[config.mk]
export PLATFORM = sky130hd
export DESIGN_NAME = clk_cfg_bank
export DESIGN_NICKNAME = d
export VERILOG_FILES = /design/src/rtl/cfgbank_pkg.sv /design/src/rtl/cfg_ctl_reg.sv /design/src/rtl/cfg_oe_bank.sv /design/src/rtl/cfg_rd_port.sv /design/src/rtl/clk_cfg_bank.sv
export SDC_FILE = /design/constraint.sdc
export NUM_CORES = 1
export LEC_CHECK = 0
export BUFFER_PORTS_ARGS = -buffer_cell sky130_fd_sc_hd__buf_2
export CORE_ASPECT_RATIO = 0.8
export CORE_UTILIZATION = 48
export CTS_CLUSTER_SIZE = 14
export DETAILED_ROUTE_END_ITERATION = 10
export GPL_ROUTABILITY_DRIVEN = 0
export MAX_ROUTING_LAYER = met4
export PLACE_DENSITY = 0.78
export SKIP_CTS_REPAIR_TIMING = 1
export SLEW_MARGIN = 20
export SYNTH_ARGS = -nofsm -noshare
export SYNTH_HDL_FRONTEND = slang
export SYNTH_SLANG_ARGS = --single-unit
export TNS_END_PERCENT = 5
[constraint.sdc]
create_clock -name clk -period 1.9 [get_ports clk]
set_clock_uncertainty 0.2 [all_clocks]
set_input_delay 0.095 -clock clk [delete_from_list [all_inputs] [get_ports clk]]
set_output_delay 0.095 -clock clk [all_outputs]
set_load 0.01 [all_outputs]
[src/rtl/cfgbank_pkg.sv]
package cfgbank_pkg;
  localparam int BYTE_W    = 8;
  localparam int STRAP_W   = 3;
  localparam int FS_W      = 5;
  localparam int EN_BIT    = 0;
  localparam int FS_LO     = 1;
  localparam int SPREAD_BIT = 6;
  localparam int LOCK_BIT  = 7;

  function automatic logic [BYTE_W-1:0] ctrl_reset_value(input logic [STRAP_W-1:0] strap);
    logic [BYTE_W-1:0] v;
    v = '0;
    v[FS_LO +: STRAP_W] = strap;
    return v;
  endfunction
endpackage

[src/rtl/cfg_ctl_reg.sv]
module cfg_ctl_reg
  import cfgbank_pkg::*;
(
  input  logic               clk,
  input  logic               rst,
  input  logic [STRAP_W-1:0] strap,
  input  logic               wr_stb,
  input  logic [BYTE_W-1:0]  wdata,
  output logic [BYTE_W-1:0]  ctrl_q,
  output logic               wr_open
);
  logic is_locked;
  logic is_enabled;

  assign is_locked  = ctrl_q[LOCK_BIT];
  assign is_enabled = ctrl_q[EN_BIT];
  assign wr_open    = is_enabled && !is_locked;

  always_ff @(posedge clk) begin
    if (rst) begin
      ctrl_q <= ctrl_reset_value(strap);
    end else if (wr_stb && !is_locked) begin
      if (is_enabled) ctrl_q <= wdata;
      else            ctrl_q[EN_BIT] <= wdata[EN_BIT];
    end
  end

  AST_LOCK_STICKY: assert property (@(posedge clk) disable iff (rst)
    ctrl_q[LOCK_BIT] |=> ctrl_q[LOCK_BIT]);
  AST_LOCK_FREEZES_CTRL: assert property (@(posedge clk) disable iff (rst)
    ctrl_q[LOCK_BIT] |=> $stable(ctrl_q));
  AST_CLOSED_ONLY_ENABLE: assert property (@(posedge clk) disable iff (rst)
    !ctrl_q[EN_BIT] |=> $stable(ctrl_q[BYTE_W-1:1]));
endmodule

[src/rtl/cfg_oe_bank.sv]
module cfg_oe_bank #(
  parameter int NUM_OE = 8
) (
  input  logic              clk,
  input  logic              rst,
  input  logic              wr_stb,
  input  logic              wr_open,
  input  logic [NUM_OE-1:0] wdata,
  output logic [NUM_OE-1:0] oe_q
);
  logic take;
  assign take = wr_stb && wr_open;

  for (genvar i = 0; i < NUM_OE; i++) begin : g_oe
    always_ff @(posedge clk) begin
      if (rst)       oe_q[i] <= 1'b1;
      else if (take) oe_q[i] <= wdata[i];
    end
  end

  AST_OE_GUARDED: assert property (@(posedge clk) disable iff (rst)
    !wr_open |=> $stable(oe_q));
endmodule

[src/rtl/cfg_rd_port.sv]
module cfg_rd_port #(
  parameter int ADDR_W = 3,
  parameter int BYTE_W = 8
) (
  input  logic              clk,
  input  logic              rst,
  input  logic              rd_en,
  input  logic [ADDR_W-1:0] addr,
  input  logic [BYTE_W-1:0] byte0,
  input  logic [BYTE_W-1:0] byte1,
  output logic [BYTE_W-1:0] rdata
);
  localparam logic [ADDR_W-1:0] IDX0 = ADDR_W'(0);
  localparam logic [ADDR_W-1:0] IDX1 = ADDR_W'(1);

  logic [BYTE_W-1:0] sel;

  always_comb begin
    unique case (addr)
      IDX0:    sel = byte0;
      IDX1:    sel = byte1;
      default: sel = '0;
    endcase
  end

  always_ff @(posedge clk) begin
    if (rst)        rdata <= '0;
    else if (rd_en) rdata <= sel;
  end
endmodule

[src/rtl/clk_cfg_bank.sv]
module clk_cfg_bank
  import cfgbank_pkg::*;
#(
  parameter int ADDR_W = 3,
  parameter int NUM_OE = 8
) (
  input  logic              clk,
  input  logic              rst,
  input  logic [2:0]        strap_fs,
  input  logic              spread_pin,
  input  logic              wr_en,
  input  logic              rd_en,
  input  logic [ADDR_W-1:0] addr,
  input  logic [7:0]        wr_data,
  output logic [7:0]        rd_data,
  output logic [4:0]        freq_sel,
  output logic              spread_en,
  output logic [NUM_OE-1:0] clk_oe,
  output logic              locked
);
  localparam logic [ADDR_W-1:0] IDX_CTRL = ADDR_W'(0);
  localparam logic [ADDR_W-1:0] IDX_OE   = ADDR_W'(1);

  logic [BYTE_W-1:0] ctrl_q;
  logic [NUM_OE-1:0] oe_q;
  logic              wr_open;
  logic              wr_ctrl;
  logic              wr_oe;
  logic              spread_q;

  assign wr_ctrl = wr_en && (addr == IDX_CTRL);
  assign wr_oe   = wr_en && (addr == IDX_OE);

  cfg_ctl_reg u_ctl (
    .clk     (clk),
    .rst     (rst),
    .strap   (strap_fs),
    .wr_stb  (wr_ctrl),
    .wdata   (wr_data),
    .ctrl_q  (ctrl_q),
    .wr_open (wr_open)
  );

  cfg_oe_bank #(.NUM_OE(NUM_OE)) u_oe (
    .clk     (clk),
    .rst     (rst),
    .wr_stb  (wr_oe),
    .wr_open (wr_open),
    .wdata   (wr_data[NUM_OE-1:0]),
    .oe_q    (oe_q)
  );

  cfg_rd_port #(.ADDR_W(ADDR_W), .BYTE_W(BYTE_W)) u_rd (
    .clk   (clk),
    .rst   (rst),
    .rd_en (rd_en),
    .addr  (addr),
    .byte0 (ctrl_q),
    .byte1 (BYTE_W'(oe_q)),
    .rdata (rd_data)
  );

  always_ff @(posedge clk) begin
    if (rst) spread_q <= spread_pin;
    else     spread_q <= spread_pin | ctrl_q[SPREAD_BIT];
  end

  assign spread_en = spread_q;
  assign freq_sel  = ctrl_q[FS_LO +: FS_W];
  assign clk_oe    = oe_q;
  assign locked    = ctrl_q[LOCK_BIT];

  AST_SPREAD_PIN_WINS: assert property (@(posedge clk) disable iff (rst)
    spread_pin |=> spread_en);
  AST_SPREAD_BOTH_LOW: assert property (@(posedge clk) disable iff (rst)
    (!spread_pin && !ctrl_q[SPREAD_BIT]) |=> !spread_en);
  AST_LOCKED_OE_FROZEN: assert property (@(posedge clk) disable iff (rst)
    locked |=> $stable(clk_oe));
  AST_OOR_READ_ZERO: assert property (@(posedge clk) disable iff (rst)
    (rd_en && (addr > IDX_OE)) |=> (rd_data == 8'h00));
  AST_OOR_WRITE_NOP: assert property (@(posedge clk) disable iff (rst)
    (wr_en && (addr > IDX_OE)) |=> ($stable(clk_oe) && $stable(freq_sel) && $stable(locked)));
endmodule

# Word level (Yosys, flattened, before mapping)
# Index checks and enable logic that the tools add are counted.
dict set report totals {
  regBits 25
  input_bits 19
  elab_cells 31
  out_inout_bits 23
}
dict set report op_classes {
  n_eq_ne 1
  muxes 5
  bitwise 1
  n_reduce_logical 11
}
# cell count
set ops {}
lappend ops {{$pmux 8 s2} 1}
lappend ops {{$mux 4} 2}
lappend ops {{$logic_and 1x1->1} 5}
lappend ops {{$reduce_and 2->1} 2}
lappend ops {{$reduce_bool 2->1} 2}
lappend ops {{$eq 3x1->1 const B} 1}
lappend ops {{$logic_not 3->1} 1}
lappend ops {{$mux 3} 1}
lappend ops {{$logic_not 1->1} 1}
lappend ops {{$mux 1} 1}
lappend ops {{$or 1x1->1} 1}

# Depth between registers and ports, before layout
# Gate-level depths: netlist (run 1).
dict set report depth {
  word_depth 5
  depth_mapped 4
  depth_no_buf 3
}

# Hierarchy
# A second synthesis (run 1) with hierarchy kept.
dict set report unflattened {
  cells_unflattened 95
  area_unflattened_um2 1043.5
}
# mod area_per_inst_um2 n_inst seq_area_each_um2 cells_each
set by_module_without_submodules {}
lappend by_module_without_submodules {cfg_rd_port 342.8 1 160.2 28}
lappend by_module_without_submodules {cfg_ctl_reg 341.6 1 190.2 36}
lappend by_module_without_submodules {cfg_oe_bank 300.3 1 160.2 26}
lappend by_module_without_submodules {clk_cfg_bank 58.8 1 20.0 5}

# Least setup slack after synthesis (run 1)
# No wires, ideal clock.
dict set report synth_timing {
  kind {register -> register}
  startpoint {reg u_ctl.ctrl_q[7]}
  endpoint {reg u_ctl.ctrl_q[1], enable pin}
  required_ns 1.405
  n_path_buf 0
  setup_time_ns 0.295
  period_less_slack_ns 1.568
  slack_ns 0.332
  stages_incl_launch_ff 4
  arrival_ns 1.074
  cell_sequence {dfxtp_1 -> nor4b_4 -> and2_2 -> or2_2}
}
dict set report synth_via {
  elab_chain_cells 4
}
# element line_no
set synth_lines {}
lappend synth_lines {{from (decl)} cfg_ctl_reg.sv:9} ;# output logic [BYTE_W-1:0] ctrl_q,
lappend synth_lines {{from (signal assigned)} cfg_ctl_reg.sv:21} ;# ctrl_q <= ctrl_reset_value(strap);
lappend synth_lines {{from (signal assigned)} cfg_ctl_reg.sv:23} ;# if (is_enabled) ctrl_q <= wdata;
lappend synth_lines {{from (signal, indexed assignment)} cfg_ctl_reg.sv:24} ;# else ctrl_q[EN_BIT] <= wdata[EN_BIT];
lappend synth_lines {{$logic_not 1->1} cfg_ctl_reg.sv:22} ;# end else if (wr_stb && !is_locked) begin
lappend synth_lines {{$logic_and 1x1->1} cfg_ctl_reg.sv:22}
lappend synth_lines {{$reduce_bool 2->1 (no source line)} n/a}
lappend synth_lines {{$reduce_and 2->1 (no source line)} n/a}
# No other way between the ends.
# A chain may end at the register's enable or synchronous reset.

# Worst setup path in the final report (run 1)
dict set report layout_timing {
  startpoint {in addr[2]}
  endpoint {reg u_ctl.ctrl_q[2], enable pin}
}
dict set report layout_via {
  elab_chain_cells 5
}
# element line_no
set layout_lines {}
lappend layout_lines {{from (decl)} clk_cfg_bank.sv:13} ;# input logic [ADDR_W-1:0] addr,
lappend layout_lines {{$logic_not 3->1} clk_cfg_bank.sv:31} ;# assign wr_ctrl = wr_en && (addr == IDX_CTRL);
lappend layout_lines {{$logic_and 1x1->1} clk_cfg_bank.sv:31}
lappend layout_lines {{$logic_and 1x1->1} cfg_ctl_reg.sv:22}
lappend layout_lines {{$reduce_bool 2->1 (no source line)} n/a}
lappend layout_lines {{$reduce_and 2->1 (no source line)} n/a}
# No other way between the ends.

==> impl_summary.md, run 1 <==
Status
The run finished, with violations left. The checks that failed: DRC, hold timing.

Drt
In the routed layout, each cell is associated on average with a via count of 5.05. The overall via count from detail_route is 989. The first routing iteration left 50 violations. After detailed routing, the number of remaining DRC violations is 8. For this block, the routed nets add up to 2580 um of wire. The routed wire length per instance is 13.1 um.

The residual antenna-violating net count after detailed routing is 0. The pre-antenna-repair detailed-routing pass consisted of 7 iterations.

Global routing
The global route total overflow is 0. The number of antenna violations at the first check in global routing is 0. The overall global routing resource usage is 21.5%. The via count of the first global-routing pass was 897. The first-pass GRT wire length is 4060 um. The largest net degree at the start of global routing is 41.

Cells and area
Leaving out fill and tap cells, the most frequent cell in the layout is buf_2. Leaving out fill and tap cells, the most frequent cells in the layout are 41 x buf_2, 24 x nor2_1, 22 x dfxtp_1. The area overhead of the layout relative to synthesis is 31.0%.

The net count of the finished layout is 191. The share of final-layout standard cells stronger than drive strength 1 is 34.5%. The fill cell instance count of the final layout is 179. The number of antenna repair diodes is 0. After routing the design area is 1520 um^2.

Clocking
The number of buffers on the longest clock path is 2. The number of clock sinks seen by CTS is 25. Clock tree synthesis selected as its root buffer the cell clkbuf_4.

After clock tree synthesis, the clock-pin slew on the worst setup and hold paths is 0.13 ns. The insertion delay to the later sink of the worst-skew pair is roughly 0.32 ns. In this run the number of H-tree levels came out at 1.

TritonCTS built the clock tree. The TritonCTS buffer count is 3.

STA
Derived from the worst setup path, the maximum achievable clock frequency is 582 MHz. The number of max-slew violations in the final report is 0. The transition at the pin with the smallest max-transition slack is 0.617 ns. The total of endpoints with negative setup slack in the final report is 0. The smallest clock period supported by the final layout is computed as 1.72 ns. Setup repair after global routing left no endpoint under its margin.

The worst hold slack after final layout is -0.00900 ns. The final critical-path share of the clock period is 90.4%. The count of endpoints failing hold in the final timing report was 1. The final total negative setup slack is 0 ns. The worst slew slack as a fraction of its limit is roughly three fifths.

Placement
During placement, the flow inserted port buffers numbering 41. After legalization and detailed placement, the total HPWL measured ~1800 um. In this run the cell area measured after placement is 1340 um^2.

Power and ir drop
Internal power comes to 0.696 mW. Summed over all nets, the switching power comes to 0.216 mW. The clock network power share is 25.4%.

The areal power density over the cells is between 500 and 600 nW/um^2. The largest vdd supply drop is 0.412 mV. Net switching is 23.7% of the power.

The standby leakage power is between 0.6 and 0.7 nW. The part of the total power dissipated in combinational logic is 14.0%. Summing internal, switching and leakage power gives 0.912 mW.

The share of total power in sequential cells is 60.5%.

Synthesis
In this run, synthesis produced a sequential element count of 25. In the synthesized netlist the async set-or-reset flop fraction comes to 0%. The number of synthesis warnings is 0. The most used flip-flop cell after synthesis is dfxtp_1. Counting every net in the synthesized netlist gives 139. The area of the mapped netlist is 1160 um^2. In the synthesized netlist, the number of instances is 120. The number of enable-type register cells in the synthesized netlist is 3. The average footprint of a synthesized cell is 9.68 um^2. Sequential cells were found to cover 45.7% of the synthesized design area.

The count of cell types in the netlist is 23.

Critical path
In this run the worst path has a maximum fanout of 7. The critical path launch point type is an input port. The endpoint type of the worst setup path is a flip-flop. At the worst endpoint, the required time is 1.76 ns. The type of the worst setup path is in2reg.

STA puts the critical path data arrival time at 1.57 ns.

Die
The floorplan has 15 rows. The die covers 2620 um^2. The boundary pin count is 42. In this run the vertical extent of the chip is 46.0 um. In this run the standard cell core region covers 2210 um^2.

The initial standard-cell utilization of the core is 52.4%. In this run the horizontal extent of the chip is 57.0 um.

Job
The tool flagged a number of max-cap violations equal to 0.

Worst hold path
The worst hold path class is in2reg.
state kept, by name (all words and copies together), names as in the netlist:
register and cells:
u_rd.rdata 8, u_ctl.ctrl_q 8, spread_en 1, u_oe.oe_q 8
logic make-up (layout without fill, tap and decap cells):
| family | after synthesis | count (layout) | share of synthesized area (%) |
|---|---|---|---|
| multiplexers | 16 | 16 | 14.5 |
| AND/OR/NAND/NOR | 52 | 52 | 25.9 |
| AO/OA/AOI/OAI | 16 | 16 | 7.98 |
| flip-flops | 25 | 25 | 45.7 |
| buffers and inverters | 11 | 62 | 5.93 |
cells in the mapped netlist (3+ instances only):
cell	count	area, um^2
nor2_1	24	90.1
dfxtp_1	22	440
nor2b_1	11	68.8
mux2i_1	9	90.1
a21oi_1	8	40.0
mux2_2	7	78.8
nand2b_1	7	43.8
buf_4	5	37.5
clkbuf_1	4	15.0
o21ai_0	4	20.0
a22o_1	3	26.3
edfxtp_1	3	90.1
nand4b_1	3	26.3
path summary, 6_finish.rpt:
path	startpoint	end	slack (ns)	depth (start not counted)
setup reg to reg	u_ctl.ctrl_q[7]	u_ctl.ctrl_q[2]	0.24	3
hold / removal	wr_en	u_ctl.ctrl_q[6]	-0.009	4
setup / recovery	addr[2]	u_ctl.ctrl_q[2]	0.18	5
hold reg to reg	u_ctl.ctrl_q[0]	u_ctl.ctrl_q[0]	0.29	2
power groups by stage:
stage	Sequential (mW)	Clock [mW]	Combinational, mW
final	0.552	0.232	0.128
after global routing	0.554	0.258	0.140
after CTS	0.552	0.243	0.104
after detailed placement	0.564	0	0.104
after global placement	0.563	0	0.102
after floorplan	0.566	0	0.0639
metal layers:
layer	vias up	wire, um	GRT usage (%)
met5	-	0	-
met3	2	136	5.40
met4	0	13	5.85
met2	32	1240	35.1
met1	454	1190	26.8
li1	501	-	-
critical path, cell delays in order:
cell and delay, ns:
dlygate4sd3_1 0.53, buf_2 0.15, nor4b_4 0.40, and2_2 0.25, or2_2 0.14
per-stage QoR:
step / util [%] / worst slack, ns / instances
floorplan: - / 0.332 / 120
global placement: 60.7 / 0.316 / 177
detailed placement: 60.7 / 0.239 / 177
CTS: 61.9 / 0.235 / 181
global route: 68.7 / 0.102 / 196
finish: 68.7 / 0.183 / 196
area by class of cell:
cell class / instances / area (um^2) / area share [%]
Clock inverter: 1 / 5.00 / 0.329
Clock buffer: 3 / 22.5 / 1.48
Sequential cell: 25 / 531 / 34.9
Tap cell: 25 / 31.3 / 2.06
Timing Repair Buffer: 58 / 370 / 24.3
Multi-Input combinational cell: 84 / 562 / 36.9
Note: power is estimated with default switching activity, not from simulation.
==> inputs of run 2 (changes only) <==
- CORE_UTILIZATION: 48 -> 52
- PLACE_DENSITY: 0.78 -> 0.83
- clock period: 1.9 -> 2.1 ns (I/O delays scaled with it)
==> impl_summary.md, run 2 (synthesized netlist as in run 1, its figures left out) <==
STA
The final total negative setup slack is 0 ns. The worst pin sits at a relative slew slack of between 50% and 60%. The final critical path time including I/O delays and setup is around 2 ns. The number of max-slew violations in the final report is 0. The transition at the pin with the smallest max-transition slack is 0.609 ns. Timing would allow up to 513 MHz. The total of endpoints with negative setup slack in the final report is 0. The final critical-path share of the clock period is 92.8%. The count of endpoints failing hold in the final timing report is 0.

Setup repair after global routing left no endpoint under its margin.

Drt
In the routed design, unresolved DRC markers number 0. The via count normalized by instance count is 5.37. For this run, the detailed router's first-pass iteration total came to 5. The routed wire length per instance is 13.8 um. After detailed routing, the total wire length is 2680 um.

Detailed routing inserted a total of 1042 vias. The residual antenna-violating net count after detailed routing is 0. The number of DRC markers after the initial detailed-route iteration is 22.

Clocking
The clock tree from TritonCTS is done. At the later pin of the worst-skew pair, clock insertion delay measures 0.32 ns. CTS saw 25 sinks.

Clock tree synthesis selected as its root buffer the cell clkbuf_4. No sink is reached through more buffers than the 2 on the longest clock path. The clock-pin slew of the registers on the worst-case setup and hold paths is about 0.14 ns. The TritonCTS buffer count is 3. The number of H-tree levels is 1.

Die
The die height is 44.3 um. After floorplanning, the core was divided into 14 placement rows. In this run the horizontal extent of the chip is 54.8 um. The floorplan step defined a core boundary enclosing 2000 um^2. The overall die area is 2430 um^2. The boundary pin count is 42. The initial utilization of the core area, before any placement, comes to 58.1%.

Cells and area
Compared with the post-synthesis result, the final layout area differs by 30.5%. The area of combinational cells with multiple inputs is 562 um^2. Summing all flip-flop and latch instances after layout gives 531 um^2. The fill cell instance count of the final layout is 153. The finished cells cover 1520 um^2. The repair_antennas step left the layout with diodes totalling 0. In the layout the commonest cells are 41 x buf_2, 24 x nor2_1, 22 x dfxtp_1. For this run, the post-layout net count is 190. Of the cells placed in the final design, the portion with a size suffix greater than 1 is 33.5%. The most common cell after layout, fill and taps aside is buf_2. At the end of the flow the core is filled with cells to 75.9%.

In the final layout, the registers with the most flip-flops are u_ctl.ctrl_q x8, u_oe.oe_q x8, u_rd.rdata x8.

Power and ir drop
Of the total power, registers draw between 60% and 70%. The internal portion of total power is 0.630 mW. The standby leakage power is approximately 0.63 nW. For this design the ratio of total power to cell area is approximately 550 nW/um^2. The analysis attributes to net switching a power of 0.199 mW. The part of the total power dissipated in combinational logic is ~14%.

The clock network power share is 25.6%. The fraction of power spent switching nets is 24.0%. IR analysis of the VDD net gives a maximum drop of 0.478 mV.

Status
The flow ran to the end, and the final reports show no timing, DRC or antenna violations.

Critical path
STA puts the critical path data arrival time at 2.01 ns. The path depth of the worst reg2reg path is 4. The critical path launch point type is an input port. STA puts the critical path data required time at 2.16 ns. The type of the worst setup path is in2reg. The endpoint type of the worst setup path is a flip-flop.

The maximum net fanout on the critical path is 5.

Worst hold path
The worst hold path class is in2reg. The worst hold path was traced through 4 stages.

Global routing
The number of antenna violations at the first check in global routing is 0. The global route total overflow is 0. Global routing used a little under a quarter of the available tracks across all layers. The via count of the first global-routing pass was 896.

Entering global routing, the biggest net connects roughly 40 pins. The first-pass GRT wire length is 3870 um.

Job
Max-cap violations in this run came to 0.

Placement
During placement, the flow inserted port buffers numbering between 40 and 50. The instance area at placement is 1330 um^2. The HPWL reported at the end of detailed placement is between 1500 and 2000 um.
## run 2: per-layer routing
layer | GRT usage, % | part of all wire [%]
met5 | - | 0
met2 | 38.8 | 49
met1 | 28.2 | 45
met3 | 7.22 | 6.2
met4 | 4.62 | 0.49
## run 2: through the flow
| stage | cells | hold WS, ns | setup slack (ns) | power [mW] |
|---|---|---|---|---|
| final | 194 | 0.0679 | 0.150 | 0.830 |
| after global routing | 194 | 0.0757 | 0.0566 | 0.867 |
| after CTS | 178 | -0.250 | 0.225 | 0.811 |
| after detailed placement | 174 | 0.0958 | 0.254 | 0.605 |
| after global placement | 174 | 0.0863 | 0.378 | 0.600 |
| after floorplan | 120 | 0.00647 | 0.532 | 0.570 |
## run 2: area by class of cell
| class | count | share of cell area, % |
|---|---|---|
| multi-input cells | 84 | 37.1 |
| flip-flops and latches | 25 | 35.0 |
| repair buffers | 57 | 24.1 |
| well taps | 24 | 1.98 |
| clock buffers | 3 | 1.49 |
| clock inverters | 1 | 0.330 |
## run 2: worst max-delay path, cell delays in order
cell           delay [ns]
dlygate4sd3_1        0.53
buf_2                0.15
nor4b_4              0.35
dlygate4sd3_1        0.67
nand4b_1             0.11
o21ai_0              0.09
## run 2: final timing paths
check / startpoint / to / slack (ns)
worst max-delay path: addr[2] / u_ctl.ctrl_q[5] / 0.15
worst min-delay path: wr_en / u_ctl.ctrl_q[7] / 0.07
worst max register to register: u_ctl.ctrl_q[7] / u_ctl.ctrl_q[5] / 0.21
worst min register to register: u_rd.rdata[0] / u_rd.rdata[0] / 0.29
## run 2: power by group through the flow
stage	Clock [mW]	Sequential [mW]	Combinational (mW)
2_1_floorplan	0	0.512	0.0578
3_3_place_gp	0	0.509	0.0909
3_5_place_dp	0	0.510	0.0946
4_1_cts	0.216	0.499	0.0947
5_1_grt	0.237	0.501	0.128
6_report	0.212	0.499	0.118
==> inputs of run 3 (changes only) <==
- CORE_MARGIN: default -> 2
==> impl_summary.md, run 3 (synthesized netlist as in run 1, its figures left out) <==
Cells and area
The finished cells cover between 1500 and 2000 um^2. The fill cell instance count of the final layout is 185. Leaving out fill and tap cells, the most frequent cell in the layout is buf_2. The largest registers in the layout are u_ctl.ctrl_q x8, u_oe.oe_q x8, u_rd.rdata x8. The share of final-layout standard cells stronger than drive strength 1 is around 33%.

The number of antenna repair diodes is 0. The area overhead of the layout relative to synthesis is 29.6%. The net count of the finished layout is between 150 and 200.

The top cell types in the final layout, fill and taps aside, are 41 x buf_2, 24 x nor2_1, 22 x dfxtp_1.

Clocking
The clock drives 25 sinks. CTS built an H-tree with a depth of 1. The clock root buffer is clkbuf_4. The clock tree from TritonCTS is done. The insertion delay to the later sink of the worst-skew pair is 0.31 ns. The clock passes through at most 2 buffers. The TritonCTS buffer count is 3. Clock-pin slew was measured on the worst setup and hold paths at 0.13 ns.

STA
Setup repair after global routing left no endpoint under its margin. The total of endpoints with negative setup slack in the final report is 0. In this run the tightest slew margin relative to its limit is about three fifths.

The number of max-slew violations in the final report is 0. The worst path in the final design needs a cycle of 1.93 ns, including I/O delays and setup. Of the available clock period, the critical path in the final layout requires 91.7%. The transition at the pin with the smallest max-transition slack is 0.604 ns. Adding up every negative setup slack in the final design gives 0 ns. The count of endpoints failing hold in the final timing report is 2.

The worst hold slack after final layout is -0.0137 ns. Based on the critical path, the design can be clocked at up to between 500 and 600 MHz.

Critical path
Data on the critical path is required at its endpoint by 2.15 ns. The maximum net fanout on the critical path is 7. In this run the critical register-to-register path is launched from u_ctl.ctrl_q[7]. The critical register-to-register path endpoint is u_ctl.ctrl_q[5].

The arrival time at the worst endpoint is 1.97 ns. The worst setup path is captured at a flip-flop. For the worst flop-to-flop path, the logic depth is 4. The register-to-register path setup slack is 0.23 ns. The critical path launch point type is an input port. The type of the worst setup path is in2reg.

Drt
The overall via count from detail_route is 967. After detailed routing, the number of remaining DRC violations is 0. The routed wire length per instance is roughly 13 um.

For this block, the routed nets add up to 2460 um of wire. The number of DRC markers after the initial detailed-route iteration is 22. In the routed layout, each cell is associated on average with a via count of approximately 5.0. For this run, the detailed router's first-pass iteration total came to 4.

In this run the remaining antenna-violating nets after routing total 0.

Die
The number of placement rows is 15. The initial standard-cell utilization of the core is 54.3%. The boundary pin count is 42.

The core region is around 2100 um^2. The overall die area is 2630 um^2. The die is 56.8 um wide.

The die height is 46.3 um.

Status
The final reports fail on hold timing. The flow ran to the end, but the final reports show violations.

Global routing
The first-pass GRT wire length is 3720 um. Global routing used 19.2% of the available tracks across all layers. The largest net degree at the start of global routing is 41. The via count of the first global-routing pass was 836. The number of antenna violations at the first check in global routing came to 0.

The global route total overflow is 0.

Worst hold path
The endpoint of the worst hold path is u_ctl.ctrl_q[4]. The min-delay analysis places its worst path in the category in2reg. The worst hold path passes through 4 cells.

In this run the most critical hold path is launched from addr[1].

Placement
Buffers placed on the I/O ports in this run total 41. The wire-length estimate of the detail-placed layout is 1740 um. The placed instances occupy a cell area of approximately 1300 um^2.

Job
The tool flagged a number of max-cap violations equal to 0.

Power and ir drop
For this design the ratio of total power to cell area is approximately 550 nW/um^2. The analysis attributes to cell leakage a power of 0.621 nW. The worst-case IR drop observed on VDD is 0.377 mV.
==> run 3: layout make-up <==
cell class / count / area (um^2) / share of cell area (%)
tap: 25 / 31.3 / 2.08
sequential: 25 / 531 / 35.2
timing repair buffer: 56 / 355 / 23.6
multi-input combinational: 84 / 562 / 37.3
clock buffer: 4 / 26.3 / 1.75
==> run 3: worst max-delay path by stage <==
stage | from | end | cells past startpoint
floorplan | u_ctl.ctrl_q[7] | u_ctl.ctrl_q[1] | 3
global placement | u_ctl.ctrl_q[7] | u_oe.oe_q[5] | 3
detailed placement | u_ctl.ctrl_q[7] | u_oe.oe_q[5] | 3
CTS | u_ctl.ctrl_q[7] | u_oe.oe_q[5] | 3
global route | addr[2] | u_oe.oe_q[5] | 5
finish | addr[2] | u_ctl.ctrl_q[5] | 6
==> run 3: worst max-delay path, stage by stage <==
cell,delay (ns)
dlygate4sd3_1,0.53
buf_2,0.14
nor4b_4,0.39
dlygate4sd3_1,0.62
nand4b_1,0.08
o21ai_0,0.10
==> run 3: power by group <==
part | switching, mW | internal (mW)
Combinational | 0.0515 | 0.0618
Clock | 0.142 | 0.0742
Sequential | 0.00444 | 0.495
==> run 3: layer usage <==
metal / vias to the layer above / part of all wire (%) / track usage [%]
met5: - / 0 / -
met4: 0 / 0.45 / 6.98
met3: 2 / 6.0 / 4.21
met2: 32 / 45 / 32.6
met1: 433 / 48 / 23.1
li1: 500 / - / -
==> run 3: stage by stage <==
stage	total power, mW	setup slack, ns	util, %	cells
2_1_floorplan	0.570	0.532	-	120
3_3_place_gp	0.601	0.358	62.1	175
3_5_place_dp	0.604	0.286	62.1	175
4_1_cts	0.808	0.231	63.3	179
5_1_grt	0.851	0.0955	70.4	194
6_report	0.828	0.174	70.4	194
